<file path="src/rtl/cfgi2c_pkg.sv">
package cfgi2c_pkg;
  typedef enum logic [2:0] {
    ST_IDLE,
    ST_ADDR,
    ST_SACK,
    ST_WR,
    ST_RD,
    ST_MACK
  } cfgi2c_st_e;
endpackage

</file>
<file path="src/rtl/cfgi2c_sync.sv">
module cfgi2c_sync (
  input  logic clk,
  input  logic rst_n,
  input  logic scl_i,
  input  logic sda_i,
  output logic rst_sync_n,
  output logic scl_s,
  output logic sda_s
);
  logic [1:0] rst_pipe;
  logic [1:0] scl_pipe;
  logic [1:0] sda_pipe;

  // reset: asserted at once, released after two clock edges
  always_ff @(posedge clk or negedge rst_n) begin
    if (!rst_n) rst_pipe <= 2'b00;
    else        rst_pipe <= {rst_pipe[0], 1'b1};
  end
  assign rst_sync_n = rst_pipe[1];

  always_ff @(posedge clk or negedge rst_sync_n) begin
    if (!rst_sync_n) begin
      scl_pipe <= 2'b11;
      sda_pipe <= 2'b11;
    end else begin
      scl_pipe <= {scl_pipe[0], scl_i};
      sda_pipe <= {sda_pipe[0], sda_i};
    end
  end
  assign scl_s = scl_pipe[1];
  assign sda_s = sda_pipe[1];
endmodule

</file>
<file path="src/rtl/cfgi2c_regs.sv">
module cfgi2c_regs #(
  parameter int NUM_REGS = 6,
  localparam int IDXW = $clog2(NUM_REGS)
) (
  input  logic                  clk,
  input  logic                  rst_n,
  input  logic                  we_i,
  input  logic [IDXW-1:0]       widx_i,
  input  logic [7:0]            wdata_i,
  output logic [NUM_REGS*8-1:0] q_o
);
  for (genvar k = 0; k < NUM_REGS; k++) begin : g_reg
    localparam logic [7:0] RST_VAL = (k == 0) ? 8'h00 : 8'hFF;
    logic [7:0] val_q;
    logic       hit;
    assign hit = we_i && (widx_i == IDXW'(k));
    always_ff @(posedge clk or negedge rst_n) begin
      if (!rst_n)   val_q <= RST_VAL;
      else if (hit) val_q <= wdata_i;
    end
    assign q_o[8*k +: 8] = val_q;
  end


  wr_in_range_chk: assert property (@(posedge clk) disable iff (!rst_n)
    we_i |-> (int'(widx_i) < NUM_REGS));
endmodule

</file>
<file path="src/rtl/cfgi2c_slave.sv">
module cfgi2c_slave
  import cfgi2c_pkg::*;
#(
  parameter logic [6:0] DEV_ADDR    = 7'h69,
  parameter int         NUM_REGS    = 6,
  parameter int         DUMMY_BYTES = 2
) (
  input  logic                  clk,
  input  logic                  rst_n,
  input  logic                  scl_i,
  input  logic                  sda_i,
  output logic                  sda_oe,
  output logic [NUM_REGS*8-1:0] cfg_o
);
  localparam int IDXW = $clog2(NUM_REGS);
  localparam int WCW  = $clog2(NUM_REGS + DUMMY_BYTES + 1);
  localparam logic [WCW-1:0]  WC_DUM  = WCW'(DUMMY_BYTES);
  localparam logic [WCW-1:0]  WC_MAX  = WCW'(DUMMY_BYTES + NUM_REGS);
  localparam logic [IDXW-1:0] IDX_LST = IDXW'(NUM_REGS - 1);
  localparam logic [7:0]      CNT_BYTE = 8'(NUM_REGS);

  logic rst_s_n, scl_s, sda_s, scl_d, sda_d;
  logic scl_rise, scl_fall, bus_start, bus_stop;

  cfgi2c_sync u_sync (
    .clk(clk), .rst_n(rst_n), .scl_i(scl_i), .sda_i(sda_i),
    .rst_sync_n(rst_s_n), .scl_s(scl_s), .sda_s(sda_s)
  );

  cfgi2c_st_e         st_q, st_d;
  logic [3:0]         bit_q, bit_d;
  logic [7:0]         sh_q, sh_d, tx_q, tx_d;
  logic               oe_q, oe_d, rw_q, rw_d, aack_q, aack_d, mack_q, mack_d;
  logic [WCW-1:0]     wcnt_q, wcnt_d, wrel;
  logic [IDXW-1:0]    ridx_q, ridx_d;
  logic               we;
  logic [7:0]         rd_byte;

  assign scl_rise  = scl_s & ~scl_d;
  assign scl_fall  = ~scl_s & scl_d;
  assign bus_start = scl_s & scl_d & sda_d & ~sda_s;
  assign bus_stop  = scl_s & scl_d & ~sda_d & sda_s;
  assign wrel      = wcnt_q - WC_DUM;
  assign rd_byte   = cfg_o[{ridx_q, 3'b000} +: 8];

  always_comb begin
    st_d = st_q; bit_d = bit_q; sh_d = sh_q; tx_d = tx_q; oe_d = oe_q;
    rw_d = rw_q; aack_d = aack_q; mack_d = mack_q; wcnt_d = wcnt_q;
    ridx_d = ridx_q; we = 1'b0;
    if (bus_start) begin
      st_d = ST_ADDR; bit_d = 4'd0; oe_d = 1'b0;
    end else if (bus_stop) begin
      st_d = ST_IDLE; oe_d = 1'b0;
    end else begin
      case (st_q)
        ST_ADDR: begin
          if (scl_rise) begin
            sh_d = {sh_q[6:0], sda_s}; bit_d = bit_q + 4'd1;
          end else if (scl_fall && bit_q == 4'd8) begin
            if (sh_q[7:1] == DEV_ADDR) begin
              st_d = ST_SACK; oe_d = 1'b1; rw_d = sh_q[0]; aack_d = 1'b1;
              wcnt_d = '0; ridx_d = '0;
            end else begin
              st_d = ST_IDLE;
            end
          end
        end
        ST_SACK: begin
          if (scl_fall) begin
            bit_d = 4'd0; aack_d = 1'b0;
            if (aack_q && rw_q) begin
              tx_d = CNT_BYTE; oe_d = ~CNT_BYTE[7]; st_d = ST_RD;
            end else begin
              oe_d = 1'b0; st_d = ST_WR;
            end
          end
        end
        ST_WR: begin
          if (scl_rise) begin
            sh_d = {sh_q[6:0], sda_s}; bit_d = bit_q + 4'd1;
          end else if (scl_fall && bit_q == 4'd8) begin
            we = (wcnt_q >= WC_DUM) && (wcnt_q < WC_MAX);
            if (wcnt_q != WC_MAX) wcnt_d = wcnt_q + 1'b1;
            oe_d = 1'b1; st_d = ST_SACK;
          end
        end
        ST_RD: begin
          if (scl_rise) begin
            bit_d = bit_q + 4'd1;
          end else if (scl_fall) begin
            if (bit_q == 4'd8) begin
              oe_d = 1'b0; st_d = ST_MACK;
            end else begin
              tx_d = {tx_q[6:0], 1'b0}; oe_d = ~tx_q[6];
            end
          end
        end
        ST_MACK: begin
          if (scl_rise) begin
            mack_d = ~sda_s;
          end else if (scl_fall) begin
            if (mack_q) begin
              tx_d = rd_byte; oe_d = ~rd_byte[7]; bit_d = 4'd0; st_d = ST_RD;
              if (ridx_q != IDX_LST) ridx_d = ridx_q + 1'b1;
            end else begin
              st_d = ST_IDLE;
            end
          end
        end
        default: ;
      endcase
    end
  end

  always_ff @(posedge clk or negedge rst_s_n) begin
    if (!rst_s_n) begin
      st_q <= ST_IDLE; bit_q <= '0; sh_q <= '0; tx_q <= '0; oe_q <= 1'b0;
      rw_q <= 1'b0; aack_q <= 1'b0; mack_q <= 1'b0; wcnt_q <= '0;
      ridx_q <= '0; scl_d <= 1'b1; sda_d <= 1'b1;
    end else begin
      st_q <= st_d; bit_q <= bit_d; sh_q <= sh_d; tx_q <= tx_d; oe_q <= oe_d;
      rw_q <= rw_d; aack_q <= aack_d; mack_q <= mack_d; wcnt_q <= wcnt_d;
      ridx_q <= ridx_d; scl_d <= scl_s; sda_d <= sda_s;
    end
  end

  cfgi2c_regs #(.NUM_REGS(NUM_REGS)) u_regs (
    .clk(clk), .rst_n(rst_s_n), .we_i(we), .widx_i(wrel[IDXW-1:0]),
    .wdata_i(sh_q), .q_o(cfg_o)
  );

  assign sda_oe = oe_q;


  addr_miss_quiet_chk: assert property (@(posedge clk) disable iff (!rst_s_n)
    (st_q == ST_ADDR && scl_fall && bit_q == 4'd8 && sh_q[7:1] != DEV_ADDR
     && !bus_start && !bus_stop) |=> !sda_oe);

  byte_ack_chk: assert property (@(posedge clk) disable iff (!rst_s_n)
    (st_q == ST_WR && scl_fall && bit_q == 4'd8 && !bus_start && !bus_stop)
    |=> sda_oe);

  cfg_hold_chk: assert property (@(posedge clk) disable iff (!rst_s_n)
    !we |=> $stable(cfg_o));

  nack_release_chk: assert property (@(posedge clk) disable iff (!rst_s_n)
    (st_q == ST_MACK && scl_fall && !mack_q && !bus_start && !bus_stop)
    |=> (!sda_oe && st_q == ST_IDLE));

  oe_rise_scl_low_chk: assert property (@(posedge clk) disable iff (!rst_s_n)
    $rose(oe_q) |-> !scl_s);
endmodule

</file>
<file path="config.mk">
export PLATFORM = sky130hd
export DESIGN_NAME = cfgi2c_slave
export DESIGN_NICKNAME = d
export VERILOG_FILES = /design/src/rtl/cfgi2c_pkg.sv /design/src/rtl/cfgi2c_sync.sv /design/src/rtl/cfgi2c_regs.sv /design/src/rtl/cfgi2c_slave.sv
export SDC_FILE = /design/constraint.sdc
export NUM_CORES = 1
export LEC_CHECK = 0
export BUFFER_PORTS_ARGS = -buffer_cell sky130_fd_sc_hd__buf_2
export CORE_UTILIZATION = 45
export CTS_CLUSTER_SIZE = 40
export DETAILED_ROUTE_END_ITERATION = 12
export PLACE_DENSITY_LB_ADDON = 0.1
export SETUP_SLACK_MARGIN = 0.4
export SYNTH_ARGS = -nofsm -noshare
export SYNTH_HDL_FRONTEND = slang
export SYNTH_SLANG_ARGS = --single-unit
</file>
<file path="constraint.sdc">
create_clock -name clk -period 7.2 [get_ports clk]
set_clock_uncertainty 0.05 [all_clocks]
set_input_delay 0.72 -clock clk [delete_from_list [all_inputs] [get_ports clk]]
set_output_delay 0.72 -clock clk [all_outputs]
set_load 0.02 [all_outputs]
</file>
* Word level (Yosys, flattened, before mapping) *
Cells that the tools add are included.

storage, ports and cells
  register bits = 89
  word-level logic and storage cells = 190

operators by class
  mux-type cells = 71
  magnitude comparators = 2
  equality and inequality tests = 47
  bitwise gates (word level) = 16
  reduce and logical (&&, ||, !) cells = 28
  add/sub/neg operators = 4
  shifts and indexed selects = 1

operators with widths
  cell                   number
  $mux W3                21
  $mux W7                8
  $mux W4                13
  $ne A4 B4 Y1 const B   13
  $shiftx A48 B7 Y8      1
  $ne A2 B2 Y1 const B   16
  $reduce_and A11 Y1     2
  $mux W1                21
  $pmux W7 S3            1
  $ne A3 B3 Y1 const B   5
  $pmux W3 S5            1
  $reduce_and A7 Y1      2
  $eq A3 B2 Y1 const B   4
  $eq A3 B3 Y1 const B   4
  $pmux W4 S3            1
  $reduce_and A12 Y1     1
  $reduce_and A10 Y1     1
  $logic_and A1 B1 Y1    9
  $not A1 Y1             9
  $reduce_and A9 Y1      1
  $add A4 B1 Y4 const B  2
  $pmux W4 S2            1
  $reduce_and A4 Y1      2
  $and A1 B1 Y1          7
  20 further kinds       23

* Depth between registers and ports, before layout *
  depth in word-level cells = 9
  depth in mapped cells = 9
  mapped depth without buffers = 7

* Hierarchy *
A second synthesis with hierarchy kept.

second synthesis, totals
  cell total of the unflattened synthesis = 333
  area, all modules = 4,367.9 µm²

modules (own cells, without submodules)
  module        sequential area each (µm²)  area each (µm²)  cells each  times used
  cfgi2c_slave  878.3                       2,326.0          220         1
  cfgi2c_regs   1,251.2                     1,883.1          106         1
  cfgi2c_sync   155.1                       158.9            7           1

* Worst setup path before layout *
OpenSTA, ideal clock, no wires.

  path type = register to register
  from = register bit_q[0]
  to = register st_q[1]
  stages on the path, launching flop included = 10
  arrival time = 1.976 ns
  setup slack = 5.049 ns
  buffers on the path = 2
  required time = 7.025 ns
  library setup time = 0.125 ns
  path through = dfrtp_1 > inv_1 > ha_1 > and3b_1 > buf_2 > and2_0 > buf_2 > o311ai_4 > a41o_1 > mux2_2

on the way
  longest elaborated chain between the ends = 4

ends and longest elaborated chain
  what                                     RTL line                                                    text
  start: declaration                       cfgi2c_slave.sv:31                                          logic [3:0] bit_q, bit_d;
  start signal: assignment                 cfgi2c_slave.sv:117                                         st_q <= ST_IDLE; bit_q <= '0; sh_q <= '0; tx_q <= '0; oe_q <= 1'b0;
  start signal: assignment                 cfgi2c_slave.sv:121                                         st_q <= st_d; bit_q <= bit_d; sh_q <= sh_d; tx_q <= tx_d; oe_q <= oe_d;
  $eq A4 B4 Y1 (*)                         cfgi2c_slave.sv:59, cfgi2c_slave.sv:81, cfgi2c_slave.sv:91
  $logic_and A1 B1 Y1                      cfgi2c_slave.sv:59, cfgi2c_slave.sv:81
  $ne A4 B4 Y1 (no source line)            --
  $reduce_and A11 Y1 (no source line) (*)  --
  end signal: assignment                   cfgi2c_slave.sv:117
  end signal: assignment                   cfgi2c_slave.sv:121
  end: declaration                         cfgi2c_slave.sv:30                                          cfgi2c_st_e st_q, st_d;

Every way passes the cells marked *; elsewhere a longest branch is shown, timed or not.
A chain may end at the register's enable or synchronous reset.

* Worst setup path in the final report *
  from = register scl_d
  to = register u_regs.g_reg[5].val_q[5]

on the way
  longest elaborated chain between the ends = 8

ends and longest elaborated chain
  what                      RTL line             text
  start: declaration        cfgi2c_slave.sv:22   logic rst_s_n, scl_s, sda_s, scl_d, sda_d;
  start signal: assignment  cfgi2c_slave.sv:123  ridx_q <= ridx_d; scl_d <= scl_s; sda_d <= sda_s;
  $and A1 B1 Y1             cfgi2c_slave.sv:40   assign scl_fall = ~scl_s & scl_d;
  $logic_and A1 B1 Y1       cfgi2c_slave.sv:81   end else if (scl_fall && bit_q == 4'd8) begin
  $mux W1                   cfgi2c_slave.sv:81
  $mux W1                   cfgi2c_slave.sv:79   if (scl_rise) begin
  $mux W1                   cfgi2c_slave.sv:55   case (st_q)
  $mux W1                   cfgi2c_slave.sv:52   end else if (bus_stop) begin
  $mux W1 (*)               cfgi2c_slave.sv:50   if (bus_start) begin
  $logic_and A1 B1 Y1 (*)   cfgi2c_regs.sv:16    assign hit = we_i && (widx_i == IDXW'(k));
  end signal: assignment    cfgi2c_regs.sv:19    else if (hit) val_q <= wdata_i;
  end: declaration          cfgi2c_regs.sv:14    logic [7:0] val_q;

Marked as above.

==> impl_metrics.csv <==
group,metric,value,unit
floorplanning,die_x,102,um
critical_path,crit_type,"reg -> reg",
floorplanning,initial_utilization,47.4,%
synthesis,yosysTopAreaCell,"dfstp_2",
critical_path,crit_required,7.45,ns
timing,tns,0,ns
clock_network,path_clk_slew,0.09,ns
routing,post_drt_wl_per_cell,18.8,um
clock_network,cts_sinks,89,
global_routing,overflow,0,
synthesis,yosys_warnings,0,
critical_path,cp_top_family,"simple AND/OR/NAND/NOR gates",
placed_design,port_buffers,52,
placed_design,place.gp.congestion,0.872,
final_layout,layoutNonFillerInstCount,545,
critical_path,path_cells,"nor2b_1 -> nand4_4 -> nor3_1 -> and3b_1 -> mux2_2",
global_routing,use_met3,5.24,%
clock_network,clock_path_buffers,2,
critical_path,cp_max_fo,9,
routing,vias,3035,
synthesis,seq_area_frac_synth,51.1,%
critical_path,critPathBufInv,0,
floorplanning,die_area,10300,um2
placed_design,placed_area,4820,um2
placed_design,placedCellCount,529,
timing,setup_ws,4.61,ns
synthesis,yosys-top-cells-area,"dfstp_2 (27%), dfrtp_1 (24%), mux2_2 (15%)",
timing,holdWs,0.0637,ns
final_layout,multi_input_area,2050,um2
synthesis,syn_inst,364,
timing,worst_slew_pin_slew,0.894,ns
floorplanning,die_h,102,um
synthesis,syn-cell-area,4470,um2
clock_network,ctsResizeCount,0,
clock_network,htreeDepth,3,
power_and_ir_drop,ir_drop,0.124,mV
critical_path,cp.arrival,2.84,ns
global_routing,antenna_found_initial,0,
timing,hold_violations,0,
final_layout,nets,425,
clock_network,cts_root_buffer,"clkbuf_8",
critical_path,cp-start-kind,"flop",
job,drv_cap,0,
timing,maxSlewViolCount,0,
final_layout,stdcell_area,5000,um2
synthesis,async_flop_share,100,%
routing,drt_iter0_drc,136,
final_layout,fillers,846,
floorplanning,design.portCount,53,
final_layout,syn_to_final_growth,12.0,%
timing,clock.fmax,0.386,GHz
placed_design,place_ws,4.62,ns
timing,setup_violations,0,
synthesis,synth_nets,378,
synthesis,netlist.area_leader.share,27.1,%
floorplanning,placementRows,35,
clock_network,clock_latency,0.37,ns
floorplanning,coreArea,9420,um2
synthesis,syn_avg_cell_area,12.3,um2
synthesis,synth_ff_type,"dfstp_2",
power_and_ir_drop,power.leakage,2.24,nW
clock_network,cts_setup_buffers,0,
hold_path,min_path_type,"in -> async",
status,status,"completed",
final_layout,n_antenna_cell,0,
clock_network,postCtsHoldBufs,0,
global_routing,grt.met1_usage,29.0,%
timing,layout_min_cycle_time,2.59,ns
critical_path,worstReg2RegStart,"scl_d",
global_routing,grt-busiest-layer,"met2",
global_routing,grt_start_max_net_pins,47,
synthesis,synth_seq_cells,89,
global_routing,grt_first_pass_wirelength,16400,um
final_layout,drive_above_1_share,45.7,%
synthesis,synthDistinctLibCells,58,
routing,drcViolationCount,0,
routing,avgViaCountPerCell,5.57,
final_layout,layout_common_cells,"mux2_2 (58), buf_2 (52), dfstp_2 (46), dfrtp_1 (42), nand2_1 (23)",
timing,period_share,36.0,%
critical_path,slowest_stage,"dfstp_2",
critical_path,setup.worst_path.start,"scl_d",
clock_network,cts_buffers,9,
global_routing,grt_pass1_vias,2979,
final_layout,regArea,2290,um2
power_and_ir_drop,p_per_area,183,nW/um2
placed_design,hpwlAfterDp,7150,um
global_routing,gr-usage-all-layers,21.6,%
final_layout,layout_commonest_cell,"mux2_2",
clock_network,cts_tree,"built",
critical_path,crit_path_max_incr_delay,0.59,ns
global_routing,grtUsageMet2,34.3,%
timing,rsz0062_at_grt,"false",
synthesis,synth_edf_count,0,
critical_path,crit_path_end_kind,"flop",
timing,relSlewSlack,40.2,%
critical_path,reg2reg_slack,4.61,ns
routing,first_pass_iters,4,
routing,drt.antenna.violating_nets,0,
routing,wl,10300,um
through the flow:
step                      utilization (%)  power (mW)
after floorplan                         -       0.581
after global placement               51.2       0.598
after detailed placement             51.2       0.599
after CTS                            53.1       0.929
after global routing                 53.1       0.956
final                                53.1       0.915
final cells by class:
type | count | area share, %
well taps | 129 | 3.23
flip-flops and latches | 89 | 45.7
multi-input cells | 244 | 41.0
clock buffers | 11 | 2.83
clock inverters | 5 | 0.750
inverters | 13 | 0.975
repair buffers | 54 | 5.50
kinds of logic after synthesis:
family	after synthesis	share of synthesized area, %
compound gates	71	11.2
xor+xnor	1	0.196
fa+ha+maj	10	2.80
buf+inv	31	2.94
flops	89	51.1
mux	78	21.4
other cells	1	0.0840
simple gates	83	10.3
synthesized netlist by cell type (5+ instances only):
cell type and count:
mux2_2 58, dfstp_2 46, dfrtp_1 43, nand2_1 23
nor2_1 20, o21ai_0 17, a21oi_1 12, inv_1 12
mux2i_1 11, ha_1 10, buf_2 8, mux4_2 8
nand3_1 8, clkbuf_1 7, o2bb2ai_1 7, o31ai_1 6
a31oi_1 5
final timing paths:
check / end / cells past startpoint
max: u_regs.g_reg[5].val_q[5] / 5
min: u_sync.rst_pipe[0] / 1
max reg2reg: u_regs.g_reg[5].val_q[5] / 5
min reg2reg: sh_q[1] / 0
max in group asynchronous: u_regs.g_reg[4].val_q[5] / 1
min in group clk: u_sync.sda_pipe[1] / 0
report_power, final:
group          leakage, nW  internal [mW]  switching (mW)
Clock               0.0863          0.137           0.188
Combinational         1.08         0.0207          0.0274
Sequential            1.07          0.513          0.0294
Total                 2.24          0.670           0.245
registers in the layout, indices dropped and copies added (netlist names), 2 cells and up:
signal           flops
ridx_q               3
st_q                 3
wcnt_q               4
u_sync.sda_pipe      2
u_regs.g.val_q      48
bit_q                4
tx_q                 7
sh_q                 8
u_sync.rst_pipe      2
u_sync.scl_pipe      2
worst reg2reg max path, delay by kind of cell (launching register included):
family / cells / cell delay [ns]
flip-flops: 1 / 0.59
AND/OR/NAND/NOR: 4 / 1.50
multiplexers: 1 / 0.38
routing by layer:
layer	vias to the layer above	share of wire, %	routed length (um)
met1	1519	46	4760
met4	0	1.6	161
met5	-	0	0
met2	65	48	4950
li1	1436	-	-
met3	15	3.8	393
Power figures use the tool's default switching activity.
